<file path="src/rtl/gr_timer_pkg.sv">
package gr_timer_pkg;
  localparam int BYTE_W = 8;
  localparam int ADDR_W = 3;

  localparam logic [ADDR_W-1:0] ADDR_CTRL = 3'd0;
  localparam logic [ADDR_W-1:0] ADDR_CLO  = 3'd1;
  localparam logic [ADDR_W-1:0] ADDR_CHI  = 3'd2;
  localparam logic [ADDR_W-1:0] ADDR_RLO  = 3'd3;
  localparam logic [ADDR_W-1:0] ADDR_RHI  = 3'd4;

  localparam int BIT_GATE = 7;
  localparam int BIT_SRC  = 6;
  localparam int BIT_FLAG = 5;
  localparam int BIT_RUN  = 4;

  typedef struct packed {
    logic incEn;
    logic wrCtrl;
    logic wrLo;
    logic wrHi;
    logic wrRlLo;
    logic wrRlHi;
    logic vecAck;
  } tmrStrobe_t;
endpackage

</file>
<file path="src/rtl/timer_ctrl.sv">
module timer_ctrl
  import gr_timer_pkg::*;
#(
  parameter int PRESCALE    = 12,
  parameter int SYNC_STAGES = 2
) (
  input  logic              clk,
  input  logic              rstN,
  input  logic              regWrEn,
  input  logic [ADDR_W-1:0] regAddr,
  input  logic              extEventPin,
  input  logic              gatePin,
  input  logic              vecAck,
  input  logic              gateBit,
  input  logic              srcBit,
  input  logic              runBit,
  output tmrStrobe_t        stb
);
  localparam int PRE_W = (PRESCALE > 1) ? $clog2(PRESCALE) : 1;
  localparam logic [PRE_W-1:0] PRE_LAST = PRE_W'(PRESCALE - 1);

  logic [PRE_W-1:0]       prescCnt;
  logic                   machTick;
  logic [SYNC_STAGES-1:0] syncQ;
  logic                   syncOut;
  logic                   sampQ;
  logic                   pinEvent;
  logic                   countEn;

  assign machTick = (prescCnt == PRE_LAST);

  always_ff @(posedge clk or negedge rstN) begin
    if (!rstN) prescCnt <= '0;
    else if (machTick) prescCnt <= '0;
    else prescCnt <= prescCnt + 1'b1;
  end

  generate
    if (SYNC_STAGES > 1) begin : g_multiSync
      always_ff @(posedge clk or negedge rstN) begin
        if (!rstN) syncQ <= '0;
        else syncQ <= {syncQ[SYNC_STAGES-2:0], extEventPin};
      end
    end else begin : g_singleSync
      always_ff @(posedge clk or negedge rstN) begin
        if (!rstN) syncQ <= '0;
        else syncQ <= extEventPin;
      end
    end
  endgenerate

  assign syncOut = syncQ[SYNC_STAGES-1];

  always_ff @(posedge clk or negedge rstN) begin
    if (!rstN) sampQ <= 1'b0;
    else if (machTick) sampQ <= syncOut;
  end

  assign pinEvent = machTick & sampQ & ~syncOut;
  assign countEn  = runBit & (~gateBit | gatePin);

  always_comb begin
    stb        = '0;
    stb.incEn  = countEn & (srcBit ? pinEvent : machTick);
    stb.wrCtrl = regWrEn & (regAddr == ADDR_CTRL);
    stb.wrLo   = regWrEn & (regAddr == ADDR_CLO);
    stb.wrHi   = regWrEn & (regAddr == ADDR_CHI);
    stb.wrRlLo = regWrEn & (regAddr == ADDR_RLO);
    stb.wrRlHi = regWrEn & (regAddr == ADDR_RHI);
    stb.vecAck = vecAck;
  end
endmodule

</file>
<file path="src/rtl/timer_datapath.sv">
module timer_datapath
  import gr_timer_pkg::*;
#(
  parameter int COUNT_W = 2 * BYTE_W
) (
  input  logic               clk,
  input  logic               rstN,
  input  tmrStrobe_t         stb,
  input  logic [ADDR_W-1:0]  regAddr,
  input  logic [BYTE_W-1:0]  regWrData,
  output logic [BYTE_W-1:0]  regRdData,
  output logic               gateBit,
  output logic               srcBit,
  output logic               runBit,
  output logic               flagBit,
  output logic [COUNT_W-1:0] countWord,
  output logic [COUNT_W-1:0] reloadWord
);
  logic [BYTE_W-1:0]  cntLo, cntHi, rlLo, rlHi;
  logic [3:0]         lowNib;
  logic               wrapNow;
  logic [COUNT_W-1:0] nextCount;
  logic [BYTE_W-1:0]  ctrlByte;

  assign countWord  = {cntHi, cntLo};
  assign reloadWord = {rlHi, rlLo};
  assign wrapNow    = stb.incEn & (&countWord);

  always_comb begin
    if (wrapNow) nextCount = reloadWord;
    else if (stb.incEn) nextCount = countWord + 1'b1;
    else nextCount = countWord;
  end

  always_ff @(posedge clk or negedge rstN) begin
    if (!rstN) begin
      cntLo <= '0;
      cntHi <= '0;
    end else begin
      cntLo <= stb.wrLo ? regWrData : nextCount[BYTE_W-1:0];
      cntHi <= stb.wrHi ? regWrData : nextCount[COUNT_W-1:BYTE_W];
    end
  end

  always_ff @(posedge clk or negedge rstN) begin
    if (!rstN) begin
      rlLo <= '0;
      rlHi <= '0;
    end else begin
      if (stb.wrRlLo) rlLo <= regWrData;
      if (stb.wrRlHi) rlHi <= regWrData;
    end
  end

  always_ff @(posedge clk or negedge rstN) begin
    if (!rstN) begin
      gateBit <= 1'b0;
      srcBit  <= 1'b0;
      runBit  <= 1'b0;
      lowNib  <= '0;
    end else if (stb.wrCtrl) begin
      gateBit <= regWrData[BIT_GATE];
      srcBit  <= regWrData[BIT_SRC];
      runBit  <= regWrData[BIT_RUN];
      lowNib  <= regWrData[3:0];
    end
  end

  always_ff @(posedge clk or negedge rstN) begin
    if (!rstN) flagBit <= 1'b0;
    else if (wrapNow) flagBit <= 1'b1;
    else if (stb.vecAck) flagBit <= 1'b0;
    else if (stb.wrCtrl) flagBit <= regWrData[BIT_FLAG];
  end

  assign ctrlByte = {gateBit, srcBit, flagBit, runBit, lowNib};

  always_comb begin
    case (regAddr)
      ADDR_CTRL: regRdData = ctrlByte;
      ADDR_CLO:  regRdData = cntLo;
      ADDR_CHI:  regRdData = cntHi;
      ADDR_RLO:  regRdData = rlLo;
      ADDR_RHI:  regRdData = rlHi;
      default:   regRdData = '0;
    endcase
  end
endmodule

</file>
<file path="src/rtl/gated_reload_timer.sv">
module gated_reload_timer
  import gr_timer_pkg::*;
#(
  parameter int PRESCALE    = 12,
  parameter int SYNC_STAGES = 2
) (
  input  logic              clk,
  input  logic              rstN,
  input  logic              regWrEn,
  input  logic [ADDR_W-1:0] regAddr,
  input  logic [BYTE_W-1:0] regWrData,
  output logic [BYTE_W-1:0] regRdData,
  input  logic              extEventPin,
  input  logic              gatePin,
  input  logic              vecAck,
  output logic              ovfFlag
);
  localparam int COUNT_W = 2 * BYTE_W;

  tmrStrobe_t         stb;
  logic               gateBit, srcBit, runBit, flagBit;
  logic [COUNT_W-1:0] countWord, reloadWord;

  timer_ctrl #(.PRESCALE(PRESCALE), .SYNC_STAGES(SYNC_STAGES)) ctrl_i (
    .clk(clk), .rstN(rstN), .regWrEn(regWrEn), .regAddr(regAddr),
    .extEventPin(extEventPin), .gatePin(gatePin), .vecAck(vecAck),
    .gateBit(gateBit), .srcBit(srcBit), .runBit(runBit), .stb(stb)
  );

  timer_datapath #(.COUNT_W(COUNT_W)) dp_i (
    .clk(clk), .rstN(rstN), .stb(stb), .regAddr(regAddr),
    .regWrData(regWrData), .regRdData(regRdData),
    .gateBit(gateBit), .srcBit(srcBit), .runBit(runBit), .flagBit(flagBit),
    .countWord(countWord), .reloadWord(reloadWord)
  );

  assign ovfFlag = flagBit;
endmodule

</file>
<file path="config.mk">
export PLATFORM = sky130hd
export DESIGN_NAME = gated_reload_timer
export DESIGN_NICKNAME = d
export VERILOG_FILES = /design/src/rtl/gr_timer_pkg.sv /design/src/rtl/timer_ctrl.sv /design/src/rtl/timer_datapath.sv /design/src/rtl/gated_reload_timer.sv
export SDC_FILE = /design/constraint.sdc
export NUM_CORES = 1
export LEC_CHECK = 0
export BUFFER_PORTS_ARGS = -buffer_cell sky130_fd_sc_hd__buf_2
export CAP_MARGIN = 20
export CORE_MARGIN = 2
export CORE_UTILIZATION = 31
export DETAILED_ROUTE_END_ITERATION = 8
export SYNTH_ARGS = -nofsm -noshare
export SYNTH_HDL_FRONTEND = slang
export SYNTH_HIERARCHICAL = 1
export SYNTH_SLANG_ARGS = --single-unit
</file>
<file path="constraint.sdc">
create_clock -name clk -period 3 [get_ports clk]
set_input_delay 0.45 -clock clk [delete_from_list [all_inputs] [get_ports clk]]
set_output_delay 0.45 -clock clk [all_outputs]
set_load 0.01 [all_outputs]
</file>
### Word-level counts from Yosys, hierarchy flattened

Cells that the tools add are included.

* add/subtract/negate cells: 2
* equal/unequal tests: 5
* multiplexer cells: 10
* bitwise operators: 13
* reduce and logical (&&, ||, !) cells: 5

Operator list (count)
* 8-bit one-hot mux with 5 select lines: 1
* 16-bit two-way mux: 2
* 16-bit by 1-bit adder with 16-bit output, second input constant: 1
* 8-bit two-way mux: 2
* 16-bit AND reduction: 1
* 1-bit AND: 10
* 3-bit nonzero test: 3
* 3-bit by 2-bit equality test with 1-bit output, second input constant: 2
* 4-bit by 1-bit adder with 4-bit output, second input constant: 1
* 4-bit equality test, second input constant: 1
* 1-bit two-way mux: 4
* 4-bit two-way mux: 1
* 3-bit by 1-bit equality test with 1-bit output, second input constant: 1
* 3-bit equality test, second input constant: 1
* 3-bit logical NOT: 1
* 1-bit inverter: 2
* 1-bit OR: 1

* flip-flop bits (word level): 47
* input port bits: 17
* output and inout bits: 9
* logic and storage cells: 47

### Logic depth before layout (Yosys ltp)

* depth in word-level cells: 8
* mapped depth: 8
* depth with buffers taken out: 7

### Cells and area by module

Netlist, hierarchy kept.

Modules (own cells, without submodules)
* timer_datapath: instances 1, cells an instance 245, area each 2359.8 um2, seq. area each 1001.0 um2
* timer_ctrl: instances 1, cells an instance 29, area each 376.6 um2, seq. area each 175.2 um2

### Least setup slack after synthesis

OpenSTA, ideal clock, no wires.

* kind: register to register
* start point: register ctrl_i.prescCnt[0]
* end point: register dp_i.cntHi[1]
* library setup time: 124 ps
* arrival time: 2125 ps
* slack: 751 ps
* stages on the path, launching flop included: 9
* buffers on the path: 1
* clock period less this slack: 2249 ps
* path through: dfrtp_1 > ha_1 > nand3b_4 > a2111oi_4 > nand4_2 > or4_1 > buf_2 > o21ai_0 > o21ai_1

RTL lines
* from (decl): line timer_ctrl.sv:22 `logic [PRE_W-1:0] prescCnt;`
* from (signal assigned): line timer_ctrl.sv:35 `else prescCnt <= prescCnt + 1'b1;`
* to (signal assigned): line timer_datapath.sv:41 `cntHi <= stb.wrHi ? regWrData : nextCount[COUNT_W-1:BYTE_W];`
* to (decl): line timer_datapath.sv:19 `logic [BYTE_W-1:0] cntLo, cntHi, rlLo, rlHi;`

==> results.json <==
{
  "gp_congestion": 0.9117,
  "clk_latency_ns": 0.29,
  "grt_pass1_wl_um": 11870,
  "port_buffers": 25,
  "rsz0062_at_grt": "no",
  "synth-edff-count": 0,
  "p_leak_nw": 1.250,
  "path_class": "register to register",
  "num-fill-cells": 874,
  "wl_um": 7247,
  "max_cap_viol_count": 0,
  "htreeDepth": 2,
  "crit_top_cell": "o21ai_0",
  "slowest_stage": "or4_1",
  "path_clk_slew_ns": 0.08,
  "fin_ws_ns": 0.4037,
  "dp_hpwl_um": 5092,
  "p_per_area_mw_per_mm2": 605.3,
  "synth-seq-area-share": 0.4298,
  "cts_hold_buf": 0,
  "crit_start": "ctrl_i/prescCnt[0]$_DFF_PN0_",
  "syn_avg_cell_area_um2": 9.987,
  "setup_violations": 0,
  "tightest_slew_ns": 0.6003,
  "io_pins": 26,
  "syn_inst": 274,
  "tritoncts": "done",
  "final_cells": 403,
  "ant_nets": 0,
  "status": "finished clean",
  "crit_path_start_kind": "register",
  "worstPathArrival_ns": 2.77,
  "gr-total-overflow": 0,
  "holdWs_ns": 0.1383,
  "rows": 34,
  "ir_worst_vdd_mv": 0.2899,
  "hold_viol": 0,
  "drtPass1Iterations": 4,
  "drive_above_1_share": 0.2610,
  "cp.required_ns": 3.17,
  "postCtsSetupRepairBufs": 0,
  "ys_seq_elements": 47,
  "dp_cells": 395,
  "grt_usage": 0.1530,
  "clockRootBuffer": "clkbuf_8",
  "ctsResizeCount": 0,
  "cts.sinks": 47,
  "async_flop_share": 1.000,
  "grt_start_max_net_pins": 48,
  "core_mm2": 0.008636,
  "vias": 2264,
  "drc_errors": 0,
  "maxSlewViolCount": 0,
  "dp_slack_ns": 0.4178,
  "fp.dieH_um": 97.95,
  "dieArea_mm2": 0.009594,
  "antenna_found_initial": 0,
  "worstSetupEndpointType": "register",
  "finalSetupTns_ns": 0,
  "cts_buffers": 5,
  "hp-class": "input port to async pin",
  "r2r-start": "ctrl_i/prescCnt[0]$_DFF_PN0_",
  "syn2layout_area_growth_pct": 13.67,
  "die_x_um": 97.95,
  "avgViaCountPerCell": 5.618,
  "slew_headroom": 0.5983,
  "drtIter0Drc": 246,
  "slowest_delay_ns": 0.74,
  "grt_pass1_vias": 2315,
  "ys.flop_type": "dfrtp_1",
  "syn_area_mm2": 0.002736,
  "period_minus_slack_ns": 2.596,
  "layout.nets": 314,
  "clock.fmax_mhz": 385.2,
  "crit_path_cell_trace": "ha_1 -> nand3b_4 -> a2111oi_4 -> nand4_2 -> or4_1 -> o21ai_0 -> o21ai_0",
  "yosysWarnings": 6,
  "synth_nets": 293,
  "finalCritPeriodShare": 0.8654,
  "crit_path_max_fanout": 8,
  "diodes": 0,
  "clock_skew_ns": 0.007595,
  "start_util": 0.3169,
  "totalPowerFinal_mw": 1.883,
  "clk_path_buf_depth": 2,
  "yosysUniqueCellTypes": 42,
  "wire_per_inst_um": 17.98
}
cells in the final DEF (no fill, tap or decap), types with 2 or more instances in the layout:
cell	n
a21oi_1	14
a22oi_1	14
a31oi_1	4
buf_2	25
buf_4	7
clkbuf_8	5
dfrtp_1	47
ha_1	2
inv_1	7
mux2_2	29
mux2i_1	7
nand2_1	14
nand2b_1	3
nand3_1	10
nand4_1	3
nand4_2	2
nor2_1	12
nor2b_1	6
nor3_1	9
nor3b_1	10
nor4_1	6
nor4bb_2	2
o211ai_1	3
o21a_1	2
o21ai_0	19
o21ai_1	2
o22ai_1	8
xnor2_1	7
critical path: cells and delay by family (launching register included):
family                   cells  cell delay, ns
AND/OR/NAND/NOR              3            1.08
AO/OA/AOI/OAI                3            0.74
flip-flops                   1            0.39
adder cells (fa/ha/maj)      1            0.26
state kept, by name (all words and copies together) (netlist names), 2 cells and up:
name	flops
ctrl_i/prescCnt	4
ctrl_i/syncQ	2
dp_i/cntHi	8
dp_i/cntLo	8
dp_i/lowNib	4
dp_i/rlHi	8
dp_i/rlLo	8
where the power goes:
part           total [mW]  internal, mW  leakage [nW]  switching (mW)
sequential          0.963         0.770         0.575           0.193
clock               0.446         0.244        0.0513           0.202
combinational       0.473         0.253         0.623           0.220
cells in the mapped netlist, types with 2 or more instances:
cell type | instances | area share
o21ai_1 | 2 | 0.0037
nand4_1 | 3 | 0.0069
inv_1 | 7 | 0.0096
o21a_1 | 2 | 0.0055
buf_2 | 4 | 0.0073
mux2_2 | 29 | 0.12
nor4bb_1 | 2 | 0.0073
dfrtp_1 | 47 | 0.43
nor4_1 | 6 | 0.014
xnor2_1 | 7 | 0.022
a22oi_1 | 14 | 0.038
nor2_1 | 12 | 0.016
mux2i_1 | 7 | 0.026
o21ai_0 | 19 | 0.035
nand2_1 | 14 | 0.019
o22ai_1 | 8 | 0.018
a31oi_1 | 4 | 0.0091
nand3_1 | 10 | 0.018
clkbuf_1 | 13 | 0.018
ha_1 | 2 | 0.0091
nor3_1 | 9 | 0.016
nand4_2 | 2 | 0.0091
nand2b_1 | 3 | 0.0069
a21oi_1 | 14 | 0.026
nor2b_1 | 6 | 0.014
nor3b_1 | 10 | 0.027
o211ai_1 | 3 | 0.0082
final timing paths:
kind,endpoint,slack [ns],cells past startpoint
max in group asynchronous,dp_i/cntHi[0]$_DFFE_PN0P_,2.32,2
setup reg to reg,dp_i/cntHi[3]$_DFFE_PN0P_,0.40,7
setup / recovery,dp_i/cntHi[3]$_DFFE_PN0P_,0.40,7
hold reg to reg,ctrl_i/syncQ[1]$_DFF_PN0_,0.36,0
hold / removal,dp_i/rlHi[7]$_DFFE_PN0P_,0.14,1
min in group clk,ctrl_i/syncQ[0]$_DFF_PN0_,0.27,1
final cells by class:
type | instances | area, um2 | share of cell area
Clock buffer | 6 | 72.57 | 0.02333
Clock inverter | 1 | 30.03 | 0.009654
Inverter | 7 | 26.28 | 0.008447
Multi-Input combinational cell | 201 | 1473 | 0.4735
Sequential cell | 47 | 1176 | 0.3781
Tap cell | 108 | 135.1 | 0.04344
Timing Repair Buffer | 33 | 197.7 | 0.06356
routing by layer:
layer	routed length, um	GRT usage
met2	3498	0.2503
met3	273	0.01575
met5	0	0
met4	160	0.05021
met1	3314	0.2128
through the flow:
stage / utilization / cell area, um2
CTS: 0.3579 / 3090
floorplan: - / 2736
finish: 0.3602 / 3110
global route: 0.3602 / 3110
detailed placement: 0.3460 / 2988
global placement: 0.3460 / 2988
cells by family (layout without fill, tap and decap cells):
group	Yosys count	in the layout	share of synthesized area
AND/OR/NAND/NOR	84	84	0.1824
adder cells (fa/ha/maj)	2	2	0.009143
AO/OA/AOI/OAI	70	70	0.1637
flip-flops	47	47	0.4298
multiplexers	37	37	0.1504
XOR/XNOR	8	8	0.02561
buffers and inverters	26	47	0.03887
(Power assumes the default switching activity.)
